==> config.mk <==
export PLATFORM = sky130hd
export DESIGN_NAME = kcm_tracker
export DESIGN_NICKNAME = d
export VERILOG_FILES = /design/src/rtl/kcm_pkg.sv /design/src/rtl/kcm_inv_tracker.sv /design/src/rtl/kcm_wb_tracker.sv /design/src/rtl/kcm_sticky_flag.sv /design/src/rtl/kcm_tracker.sv
export SDC_FILE = /design/constraint.sdc
export NUM_CORES = 1
export LEC_CHECK = 0
export BUFFER_PORTS_ARGS = -buffer_cell sky130_fd_sc_hd__buf_2
export CORE_MARGIN = 5
export CORE_UTILIZATION = 50
export DETAILED_ROUTE_END_ITERATION = 6
export GPL_ROUTABILITY_DRIVEN = 0
export PLACE_DENSITY = 0.74
export SYNTH_ARGS = -nofsm -noshare
export SYNTH_HDL_FRONTEND = slang
export SYNTH_HIERARCHICAL = 1
export SYNTH_SLANG_ARGS = --single-unit
==> constraint.sdc <==
create_clock -name clk -period 3.5 [get_ports clk]
set_input_delay 0.35 -clock clk [delete_from_list [all_inputs] [get_ports clk]]
set_output_delay 0.35 -clock clk [all_outputs]
set_load 0.02 [all_outputs]
==> src/rtl/kcm_pkg.sv <==
package kcm_pkg;
  localparam int CNT_W = 16;
  localparam int GUARD = 2;
  localparam int NUM_FAULT_SRC = 2;
endpackage

==> src/rtl/kcm_inv_tracker.sv <==
module kcm_inv_tracker #(
  parameter int W = kcm_pkg::CNT_W
) (
  input  logic         clk,
  input  logic         rst_n,
  input  logic         upd,
  input  logic [W-1:0] delta,
  input  logic         force_drain,
  input  logic         query,
  output logic         active,
  output logic         drained,
  output logic [W-1:0] pending,
  output logic         viol
);
  localparam int SW = W + kcm_pkg::GUARD;

  logic         act_q, act_d;
  logic [W-1:0] cnt_q, cnt_d;
  logic signed [SW-1:0] sum;
  logic out_of_range, d_neg, d_pos, upd_bad;

  assign sum = $signed({{kcm_pkg::GUARD{1'b0}}, cnt_q})
             + $signed({{kcm_pkg::GUARD{delta[W-1]}}, delta});
  assign out_of_range = sum[SW-1] | sum[SW-2];
  assign d_neg = delta[W-1];
  assign d_pos = ~delta[W-1] & (|delta);

  always_comb begin
    act_d   = act_q;
    cnt_d   = cnt_q;
    upd_bad = 1'b0;
    if (force_drain) begin
      act_d = 1'b1;
      cnt_d = '0;
    end else if (upd) begin
      if (act_q) begin
        if (out_of_range) upd_bad = 1'b1;
        else              cnt_d   = sum[W-1:0];
      end else if (d_neg) begin
        upd_bad = 1'b1;
      end else if (d_pos) begin
        act_d = 1'b1;
        cnt_d = delta;
      end
    end
  end

  always_ff @(posedge clk) begin
    if (!rst_n) begin
      act_q <= 1'b0;
      cnt_q <= '0;
    end else begin
      act_q <= act_d;
      cnt_q <= cnt_d;
    end
  end

  assign active  = act_q;
  assign drained = act_q & (cnt_q == '0);
  assign pending = cnt_q;
  assign viol    = upd_bad | (query & ~act_q);

  assert_force_drain_R5: assert property (@(posedge clk) disable iff (!rst_n)
    force_drain |=> (active && pending == '0));

  assert_first_load_R2: assert property (@(posedge clk) disable iff (!rst_n)
    (upd && !force_drain && !active && d_pos) |=> (active && pending == W'($past(delta))));

  assert_active_holds_R3: assert property (@(posedge clk) disable iff (!rst_n)
    active |=> active);

  assert_reject_holds_R4: assert property (@(posedge clk) disable iff (!rst_n)
    (upd && !force_drain && active && out_of_range) |=> $stable(pending));

  assert_idle_query_flags_R6: assert property (@(posedge clk) disable iff (!rst_n)
    (query && !active) |-> viol);
endmodule

==> src/rtl/kcm_wb_tracker.sv <==
module kcm_wb_tracker #(
  parameter int W = kcm_pkg::CNT_W
) (
  input  logic         clk,
  input  logic         rst_n,
  input  logic         upd,
  input  logic [W-1:0] delta,
  output logic [W-1:0] pending,
  output logic         zero,
  output logic         viol
);
  localparam int SW = W + kcm_pkg::GUARD;

  logic [W-1:0] cnt_q;
  logic signed [SW-1:0] sum;
  logic bad;

  assign sum = $signed({{kcm_pkg::GUARD{1'b0}}, cnt_q})
             + $signed({{kcm_pkg::GUARD{delta[W-1]}}, delta});
  assign bad = upd & (sum[SW-1] | sum[SW-2]);

  always_ff @(posedge clk) begin
    if (!rst_n)          cnt_q <= '0;
    else if (upd && !bad) cnt_q <= sum[W-1:0];
  end

  assign pending = cnt_q;
  assign zero    = (cnt_q == '0);
  assign viol    = bad;

  assert_wb_reject_holds_R9: assert property (@(posedge clk) disable iff (!rst_n)
    bad |=> $stable(pending));

  assert_wb_idle_holds_R8: assert property (@(posedge clk) disable iff (!rst_n)
    !upd |=> $stable(pending));
endmodule

==> src/rtl/kcm_sticky_flag.sv <==
module kcm_sticky_flag #(
  parameter int N = kcm_pkg::NUM_FAULT_SRC
) (
  input  logic         clk,
  input  logic         rst_n,
  input  logic [N-1:0] set,
  output logic         flag
);
  logic flag_q;

  always_ff @(posedge clk) begin
    if (!rst_n)     flag_q <= 1'b0;
    else if (|set)  flag_q <= 1'b1;
  end

  assign flag = flag_q;

  assert_fault_sticky_R10: assert property (@(posedge clk) disable iff (!rst_n)
    flag |=> flag);

  assert_fault_raised_R4: assert property (@(posedge clk) disable iff (!rst_n)
    (|set) |=> flag);
endmodule

==> src/rtl/kcm_tracker.sv <==
module kcm_tracker #(
  parameter int CNT_W = kcm_pkg::CNT_W
) (
  input  logic             clk,
  input  logic             rst_n,
  input  logic             inv_upd,
  input  logic [CNT_W-1:0] inv_delta,
  input  logic             inv_force_drain,
  input  logic             inv_drain_query,
  input  logic             wb_upd,
  input  logic [CNT_W-1:0] wb_delta,
  output logic             inv_active,
  output logic             inv_drained,
  output logic [CNT_W-1:0] inv_pending,
  output logic [CNT_W-1:0] wb_pending,
  output logic             wb_zero,
  output logic             fault
);
  logic inv_viol, wb_viol;

  kcm_inv_tracker #(.W(CNT_W)) inv_i (
    .clk         (clk),
    .rst_n       (rst_n),
    .upd         (inv_upd),
    .delta       (inv_delta),
    .force_drain (inv_force_drain),
    .query       (inv_drain_query),
    .active      (inv_active),
    .drained     (inv_drained),
    .pending     (inv_pending),
    .viol        (inv_viol)
  );

  kcm_wb_tracker #(.W(CNT_W)) wb_i (
    .clk     (clk),
    .rst_n   (rst_n),
    .upd     (wb_upd),
    .delta   (wb_delta),
    .pending (wb_pending),
    .zero    (wb_zero),
    .viol    (wb_viol)
  );

  kcm_sticky_flag #(.N(kcm_pkg::NUM_FAULT_SRC)) flt_i (
    .clk   (clk),
    .rst_n (rst_n),
    .set   ({wb_viol, inv_viol}),
    .flag  (fault)
  );
endmodule

==> results of run 1 <==
-- where the power goes --
group          total, mW  internal, mW  switching, mW
sequential         0.450         0.416         0.0341
clock              0.340         0.199          0.141
combinational      0.531         0.223          0.308
total               1.32         0.838          0.483
-- registers in the layout, indices dropped and copies added (netlist names) --
register       count
flt_i/flag         1
inv_i/active       1
inv_i/pending     16
wb_i/pending      16
-- through the flow --
| step | instances | total power [mW] | util | hold slack (ps) |
|---|---|---|---|---|
| floorplan | 376 | 0.844 | - | 478 |
| global route | 526 | 1.40 | 0.604 | 350 |
| finish | 526 | 1.32 | 0.604 | 339 |
| global placement | 518 | 0.972 | 0.587 | 463 |
| detailed placement | 518 | 0.984 | 0.587 | 464 |
| CTS | 526 | 1.33 | 0.604 | 329 |
-- area by class of cell --
cell class | count | area share
multi-input cells | 321 | 0.657
flip-flops and latches | 34 | 0.175
repair buffers | 81 | 0.110
clock buffers | 8 | 0.0284
well taps | 77 | 0.0248
inverters | 5 | 0.00484
-- logic make-up after synthesis --
kind of cell	Yosys count
compound gates	138
xor+xnor	22
fa+ha+maj	36
buf+inv	21
flops	34
mux	26
simple gates	99
-- Yosys cell counts, drive strengths merged (4+ instances only) --
cell | number | area share
a21oi | 25 | 0.043
o211ai | 5 | 0.011
or3 | 6 | 0.012
clkbuf | 7 | 0.0078
inv | 5 | 0.0056
o21bai | 5 | 0.012
a21o | 14 | 0.031
buf | 9 | 0.022
o211a | 16 | 0.048
o31ai | 17 | 0.038
xor2 | 8 | 0.021
xnor2 | 14 | 0.037
nand3 | 9 | 0.013
nor2 | 10 | 0.014
nand2 | 34 | 0.038
a211o | 4 | 0.010
dfxtp | 34 | 0.20
a211oi | 6 | 0.019
o311a | 4 | 0.012
nor4 | 12 | 0.027
o21ai | 17 | 0.028
ha | 34 | 0.13
mux2i | 26 | 0.078
a31oi | 4 | 0.0075
nor3 | 8 | 0.015
-- worst min path at each step --
stage / to / slack [ps] / depth (start not counted)
floorplan: flt_i/flag$_SDFFE_PN0P_ / 480 / 1
global placement: flt_i/flag$_SDFFE_PN0P_ / 460 / 1
detailed placement: flt_i/flag$_SDFFE_PN0P_ / 460 / 1
CTS: inv_i/active$_SDFFE_PN0P_ / 330 / 2
global route: inv_i/active$_SDFFE_PN0P_ / 350 / 2
finish: inv_i/active$_SDFFE_PN0P_ / 340 / 2
-- metal layers --
| metal | GRT usage | part of all wire |
|---|---|---|
| met1 | 0.297 | 0.48 |
| met3 | 0.0376 | 0.055 |
| met2 | 0.328 | 0.45 |
| met5 | 0 | 0 |
| met4 | 0.0668 | 0.018 |
==> results.sh, run 1 <==
export IMPL_cp_buffers_inverters=0
export IMPL_worstSetupEndpointType="flip-flop"
export IMPL_clockRootBuffer="clkbuf_8"
export IMPL_die_h_um=91.8
export IMPL_outcome="complete, no violations"
export IMPL_synth_nets=450
export IMPL_first_pass_iters=5
export IMPL_setup_ws_ps=249
export IMPL_grt_pass1_wl_um=14900
export IMPL_cts_resized_gates=0
export IMPL_cp_endpoint="inv_i/pending[6]$_SDFFE_PP0P_"
export IMPL_fin_nets=522
export IMPL_ys_seq_area_frac=0.203
export IMPL_track_usage=0.211
export IMPL_crit_family="compound AO/OA/AOI/OAI gates"
export IMPL_synthFlopType="dfxtp_1"
export IMPL_path_depth=10
export IMPL_diodes=0
export IMPL_cts_setup_buffers=0
export IMPL_cts_sinks=34
export IMPL_hold_viol=0
export IMPL_post_route_min_period_ps=3250
export IMPL_grt_pass1_vias=3079
export IMPL_clock_skew_ps=8.61
export IMPL_synth_warnings=6
export IMPL_worstSetupStartpoint="inv_i/pending[0]$_SDFFE_PP0P_"
export IMPL_cts_tree="yes"
export IMPL_setup_tns_ps=0
export IMPL_core_area_sq_um=6420
export IMPL_power_density_nw_per_um2=340
export IMPL_vias=3304
export IMPL_initial_core_util=0.522
export IMPL_r2r_end="inv_i/pending[6]$_SDFFE_PP0P_"
export IMPL_num_io_pins=74
export IMPL_setup_violations=0
export IMPL_cp_max_fo=16
export IMPL_dp_slack_ps=129
export IMPL_ant_nets=0
export IMPL_hpwl_um=7100
export IMPL_drv_slew=0
export IMPL_multi_input_area_sq_um=2550
export IMPL_clk_pin_slew_ps=70
export IMPL_drc=0
export IMPL_maxSlewHeadroom=0.295
export IMPL_synth_cell_area_sq_um=3350
export IMPL_p_leak_nw=2.12
export IMPL_synth_edf_count=0
export IMPL_synth_adder_area_share=0.139
export IMPL_avgSynthCellArea_sq_um=8.91
export IMPL_htreeDepth=2
export IMPL_cts_hold_buf=0
export IMPL_ys_ff_latch=34
export IMPL_synth_simple_area_share=0.161
export IMPL_syn_to_final_growth_pct=15.9
export IMPL_clk_latency_ps=290
export IMPL_worstReg2RegStart="inv_i/pending[0]$_SDFFE_PP0P_"
export IMPL_io_buffers=73
export IMPL_design_area_sq_um=3880
export IMPL_min_from="inv_force_drain"
export IMPL_drt_total_wl_um=9000
export IMPL_grt_max_degree=32
export IMPL_synth_xor_area_share=0.0575
export IMPL_clock_path_buffers=2
export IMPL_synth_cell_type_count=66
export IMPL_antenna_found_initial=0
export IMPL_placed_area_sq_um=3770
export IMPL_arrival_ps=3420
export IMPL_drt_vias_per_instance=6.28
export IMPL_die_width_um=91.8
export IMPL_wire_per_inst_um=17.1
export IMPL_synth_top_family_by_area="compound AO/OA/AOI/OAI gates"
export IMPL_hold_class="in2reg"
export IMPL_drv_cap=0
export IMPL_start_kind="flip-flop"
export IMPL_fp_row_count=29
export IMPL_rsz0062_at_grt="no"
export IMPL_worst_pin_slew_ps=1050
export IMPL_synth_cells=376
export IMPL_ir_worst_vdd_mv=0.182
export IMPL_nFillCells=586
export IMPL_crit_type="reg2reg"
export IMPL_ff2ff_path_depth=10
export IMPL_cp_required_ps=3670
export IMPL_die_area_sq_um=8440
export IMPL_async_flop_share=0
export IMPL_fin_crit_sh=0.929
export IMPL_drive_gt1_frac=0.243
export IMPL_final_cell_mix="buf_2, dfxtp_1, nand2_1, ha_1, mux2i_1"
export IMPL_drtIter0Drc=233
export IMPL_cts_made_buffers=5
export IMPL_crit_chain="ha_1 > fa_1 > a211o_1 > a211oi_2 > nor3_1 > o22ai_1 > or3_2 > nor2_2 > or3_1 > o211a_1"
export IMPL_rrSetupSlack_ps=250
export IMPL_slowest_stage="or3_1"
export IMPL_crit_path_max_incr_delay_ps=600
export IMPL_regArea_sq_um=681
export IMPL_synth_compound_area_frac=0.326
export IMPL_final_common_cell="buf_2"
export IMPL_muxShareOfSynthArea=0.0777
export IMPL_max_freq_ghz=0.308
export IMPL_overflow=0
(Power assumes the default switching activity.)
==> run 2: changes to the inputs <==
--- a/config.mk
+++ b/config.mk
@@ -7,10 +7,9 @@
 export LEC_CHECK = 0
 export BUFFER_PORTS_ARGS = -buffer_cell sky130_fd_sc_hd__buf_2
 export CORE_MARGIN = 5
-export CORE_UTILIZATION = 50
+export CORE_UTILIZATION = 35
 export DETAILED_ROUTE_END_ITERATION = 6
 export GPL_ROUTABILITY_DRIVEN = 0
-export PLACE_DENSITY = 0.74
 export SYNTH_ARGS = -nofsm -noshare
 export SYNTH_HDL_FRONTEND = slang
 export SYNTH_HIERARCHICAL = 1
==> results.sh, run 2 (synthesis gave the netlist of run 1 again) <==
export IMPL_htreeDepth=2
export IMPL_setup_tns_ps=0
export IMPL_drt_vias_per_instance=5.74
export IMPL_hpwl_um=7530
export IMPL_drv_cap=0
export IMPL_clk_pin_slew_ps=70
export IMPL_cts_made_buffers=5
export IMPL_worst_pin_slew_ps=1160
export IMPL_wire_per_inst_um=16.5
export IMPL_cp_max_fo=16
export IMPL_maxSlewHeadroom=0.226
export IMPL_die_area_sq_um=11600
export IMPL_clock_skew_ps=4.76
export IMPL_fp_row_count=35
export IMPL_drt_met1_wl_um=4520
export IMPL_initial_core_util=0.361
export IMPL_clock_power_share=0.240
export IMPL_seqPwrFrac=0.351
export IMPL_first_pass_iters=4
export IMPL_ant_nets=0
export IMPL_arrival_ps=3470
export IMPL_die_h_um=108
export IMPL_drive_gt1_frac=0.243
export IMPL_cts_setup_buffers=0
export IMPL_clockRootBuffer="clkbuf_8"
export IMPL_combPwrFrac=0.408
export IMPL_core_area_sq_um=9280
export IMPL_power_density_nw_per_um2=328
export IMPL_start_kind="flip-flop"
export IMPL_highest_layer="met4"
export IMPL_rsz0062_at_grt="no"
export IMPL_p_leak_nw=2.11
export IMPL_setup_violations=0
export IMPL_p_total_mw=1.29
export IMPL_fin_crit_sh=0.939
export IMPL_cp_required_ps=3680
export IMPL_drtIter0Drc=140
export IMPL_cts_resized_gates=0
export IMPL_internal_power_mw=0.796
export IMPL_cts_sinks=34
export IMPL_vias=3320
export IMPL_final_cell_mix="buf_2, dfxtp_1, nand2_1, ha_1, mux2i_1"
export IMPL_post_route_min_period_ps=3290
export IMPL_max_freq_ghz=0.304
export IMPL_io_buffers=73
export IMPL_cts_hold_buf=0
export IMPL_overflow=0
export IMPL_p_switching_mw=0.492
export IMPL_drc=0
export IMPL_swShare=0.382
export IMPL_diodes=0
export IMPL_nFillCells=988
export IMPL_drt_total_wl_um=9510
export IMPL_hold_viol=0
export IMPL_hold_class="in2reg"
export IMPL_final_util=0.423
export IMPL_met2_length_um=4370
export IMPL_syn_to_final_growth_pct=17.4
export IMPL_drv_slew=0
export IMPL_grt_pass1_vias=3115
export IMPL_fin_nets=522
export IMPL_antenna_found_initial=0
export IMPL_ir_worst_vdd_mv=0.180
export IMPL_num_io_pins=74
export IMPL_crit_type="reg2reg"
export IMPL_worstSetupEndpointType="flip-flop"
export IMPL_multi_input_area_sq_um=2550
export IMPL_grt_max_degree=32
export IMPL_outcome="complete, no violations"
export IMPL_final_common_cell="buf_2"
export IMPL_wl_met3_um=405
export IMPL_die_width_um=108
export IMPL_cts_tree="yes"
export IMPL_clock_path_buffers=2
export IMPL_regArea_sq_um=681
export IMPL_track_usage=0.162
export IMPL_grt_pass1_wl_um=15300
export IMPL_clk_latency_ps=280
run 2: cell count changes in the layout (fill, tap and decap cells not counted), sizes merged:
cell / previous run / this run
clkinvlp: 0 / 1
clkbuf: 8 / 6
clkinv: 0 / 1
run 2: routing by layer:
metal	vias up	GRT usage
li1	1619	-
met2	92	0.251
met5	-	0
met3	14	0.0198
met4	0	0.0658
met1	1595	0.226
run 2: cell type report:
class | count | share of cell area
flip-flops and latches | 34 | 0.173
well taps | 129 | 0.0411
clock inverters | 2 | 0.00318
clock buffers | 6 | 0.0210
inverters | 5 | 0.00477
multi-input cells | 321 | 0.649
repair buffers | 81 | 0.108
run 2: worst max-delay path: stages (launching register included):
cell and delay [ps]:
dfxtp_1 340, ha_1 220, fa_1 420, a211o_1 310
a211oi_2 390, nor3_1 120, o22ai_1 230, or3_2 190
nor2_2 50, or3_1 600, o211a_1 310
run 2: power by group through the flow:
stage	Sequential, mW	Clock [mW]	Combinational (mW)
after global placement	0.460	0	0.518
after floorplan	0.484	0	0.360
after global routing	0.458	0.331	0.580
final	0.452	0.310	0.526
after detailed placement	0.462	0	0.524
after CTS	0.453	0.319	0.527
run 2: worst paths after layout:
check	start	endpoint	slack, ps	depth (start not counted)
worst min register to register	flt_i/flag$_SDFFE_PN0P_	flt_i/flag$_SDFFE_PN0P_	490	1
worst min-delay path	inv_force_drain	inv_i/active$_SDFFE_PN0P_	350	2
worst max register to register	inv_i/pending[0]$_SDFFE_PP0P_	inv_i/pending[6]$_SDFFE_PP0P_	210	10
worst max-delay path	inv_i/pending[0]$_SDFFE_PP0P_	inv_i/pending[6]$_SDFFE_PP0P_	210	10
run 2: per-stage QoR:
step                      area, sq um  setup WS (ps)  hold WS, ps  instances
after CTS                        3930            240          335        578
final                            3930            214          347        578
after global routing             3930           85.6          355        578
after floorplan                  3350            508          478        376
after detailed placement         3840           97.8          482        570
after global placement           3840            216          461        570
==> run 3: changes to the inputs <==
==> constraint.sdc (replaced) <==
create_clock -name clk -period 3.1 [get_ports clk]
set_input_delay 0.31 -clock clk [delete_from_list [all_inputs] [get_ports clk]]
set_output_delay 0.31 -clock clk [all_outputs]
set_load 0.02 [all_outputs]
==> results.sh, run 3 (synthesis gave the netlist of run 1 again) <==
export IMPL_outcome="complete, no violations"
export IMPL_cp_max_fo=12
export IMPL_drt_vias_per_instance=5.63
export IMPL_worstSetupEndpointType="flip-flop"
export IMPL_start_kind="flip-flop"
export IMPL_fp_row_count=35
export IMPL_die_width_um=108
export IMPL_crit_family="compound AO/OA/AOI/OAI gates"
export IMPL_cts_tree="yes"
export IMPL_overflow=0
export IMPL_arrival_ps=3070
export IMPL_die_area_sq_um=11600
export IMPL_first_pass_iters=4
export IMPL_clk_pin_slew_ps=90
export IMPL_grt_pass1_vias=3084
export IMPL_slowest_stage="fa_1"
export IMPL_initial_core_util=0.361
export IMPL_track_usage=0.163
export IMPL_io_buffers=73
export IMPL_cts_setup_buffers=0
export IMPL_hold_viol=0
export IMPL_cts_hold_buf=0
export IMPL_hold_class="in2reg"
export IMPL_ant_nets=0
export IMPL_ir_worst_vdd_mv=0.228
export IMPL_worst_pin_slew_ps=675
export IMPL_holdWs_ps=277
export IMPL_rsz0062_at_grt="no"
export IMPL_drt_total_wl_um=9460
export IMPL_drc=0
export IMPL_fin_crit_sh=0.930
export IMPL_setup_violations=0
export IMPL_grt_max_degree=32
export IMPL_htreeDepth=2
export IMPL_num_io_pins=74
export IMPL_antenna_found_initial=0
export IMPL_clock_path_buffers=2
export IMPL_clock_skew_ps=7.92
export IMPL_cts_sinks=34
export IMPL_final_cell_mix="buf_2, dfxtp_1, nand2_1, ha_1, mux2i_1"
export IMPL_crit_chain="ha_1 > fa_1 > a211o_1 > a211oi_2 > nor3_1 > o22ai_2 > or3_2 > nor2_2 > or3_1 > buf_4 > o211a_1"
export IMPL_p_leak_nw=2.17
export IMPL_maxSlewHeadroom=0.549
export IMPL_syn_to_final_growth_pct=19.9
export IMPL_hpwl_um=7340
export IMPL_cts_made_buffers=5
export IMPL_crit_type="reg2reg"
export IMPL_drive_gt1_frac=0.258
export IMPL_diodes=0
export IMPL_drv_slew=0
export IMPL_grt_pass1_wl_um=15300
export IMPL_wire_per_inst_um=16.1
export IMPL_setup_ws_ps=216
export IMPL_post_route_min_period_ps=2880
export IMPL_clk_latency_ps=290
export IMPL_fin_nets=530
export IMPL_clockRootBuffer="clkbuf_8"
export IMPL_max_freq_ghz=0.347
export IMPL_p_total_mw=1.55
export IMPL_vias=3301
export IMPL_dp_slack_ps=16.9
export IMPL_die_h_um=108
export IMPL_cp_buffers_inverters=1
export IMPL_power_density_nw_per_um2=386
export IMPL_core_area_sq_um=9280
export IMPL_crit_path_max_incr_delay_ps=390
export IMPL_setup_tns_ps=0
export IMPL_cp_required_ps=3290
export IMPL_final_common_cell="buf_2"
export IMPL_drtIter0Drc=149
export IMPL_drv_cap=0
==> run 3: timing repair <==
item,4_1_cts,5_1_grt
endpoints found under the setup margin,0,4
hold endpoints to repair,0,0
resized for setup,0,1
==> run 3: report_power, final <==
| group | switching, mW | internal [mW] |
|---|---|---|
| clock network | 0.197 | 0.240 |
| logic | 0.342 | 0.259 |
| registers | 0.0430 | 0.469 |
==> run 3: final timing paths <==
path / startpoint / to / slack [ps] / cells past startpoint
max: inv_i/pending[0]$_SDFFE_PP0P_ / inv_i/pending[9]$_SDFFE_PP0P_ / 220 / 11
min reg2reg: flt_i/flag$_SDFFE_PN0P_ / flt_i/flag$_SDFFE_PN0P_ / 480 / 1
min: inv_force_drain / inv_i/active$_SDFFE_PN0P_ / 280 / 2
max reg2reg: inv_i/pending[0]$_SDFFE_PP0P_ / inv_i/pending[9]$_SDFFE_PP0P_ / 220 / 11
==> run 3: layer usage <==
layer | up-vias | global-route usage | routed length, um
li1 | 1645 | - | -
met1 | 1560 | 0.233 | 4620
met2 | 84 | 0.250 | 4170
met3 | 12 | 0.0252 | 496
met4 | 0 | 0.0496 | 170
met5 | - | 0 | 0
==> run 3: final cells by class <==
cell class,instances,area [sq um]
clock buffer,5,68.8
clock inverter,3,45.0
timing repair buffer,89,485
fill,967,5270
inverter,5,18.8
multi-input combinational,321,2560
tap,129,161
sequential,34,681
==> run 3: per-stage QoR <==
stage / std cells / util / cell area, sq um
2_1_floorplan: 376 / - / 3350
3_3_place_gp: 578 / 0.420 / 3900
3_5_place_dp: 578 / 0.420 / 3900
4_1_cts: 586 / 0.432 / 4010
5_1_grt: 586 / 0.433 / 4020
6_report: 586 / 0.433 / 4020
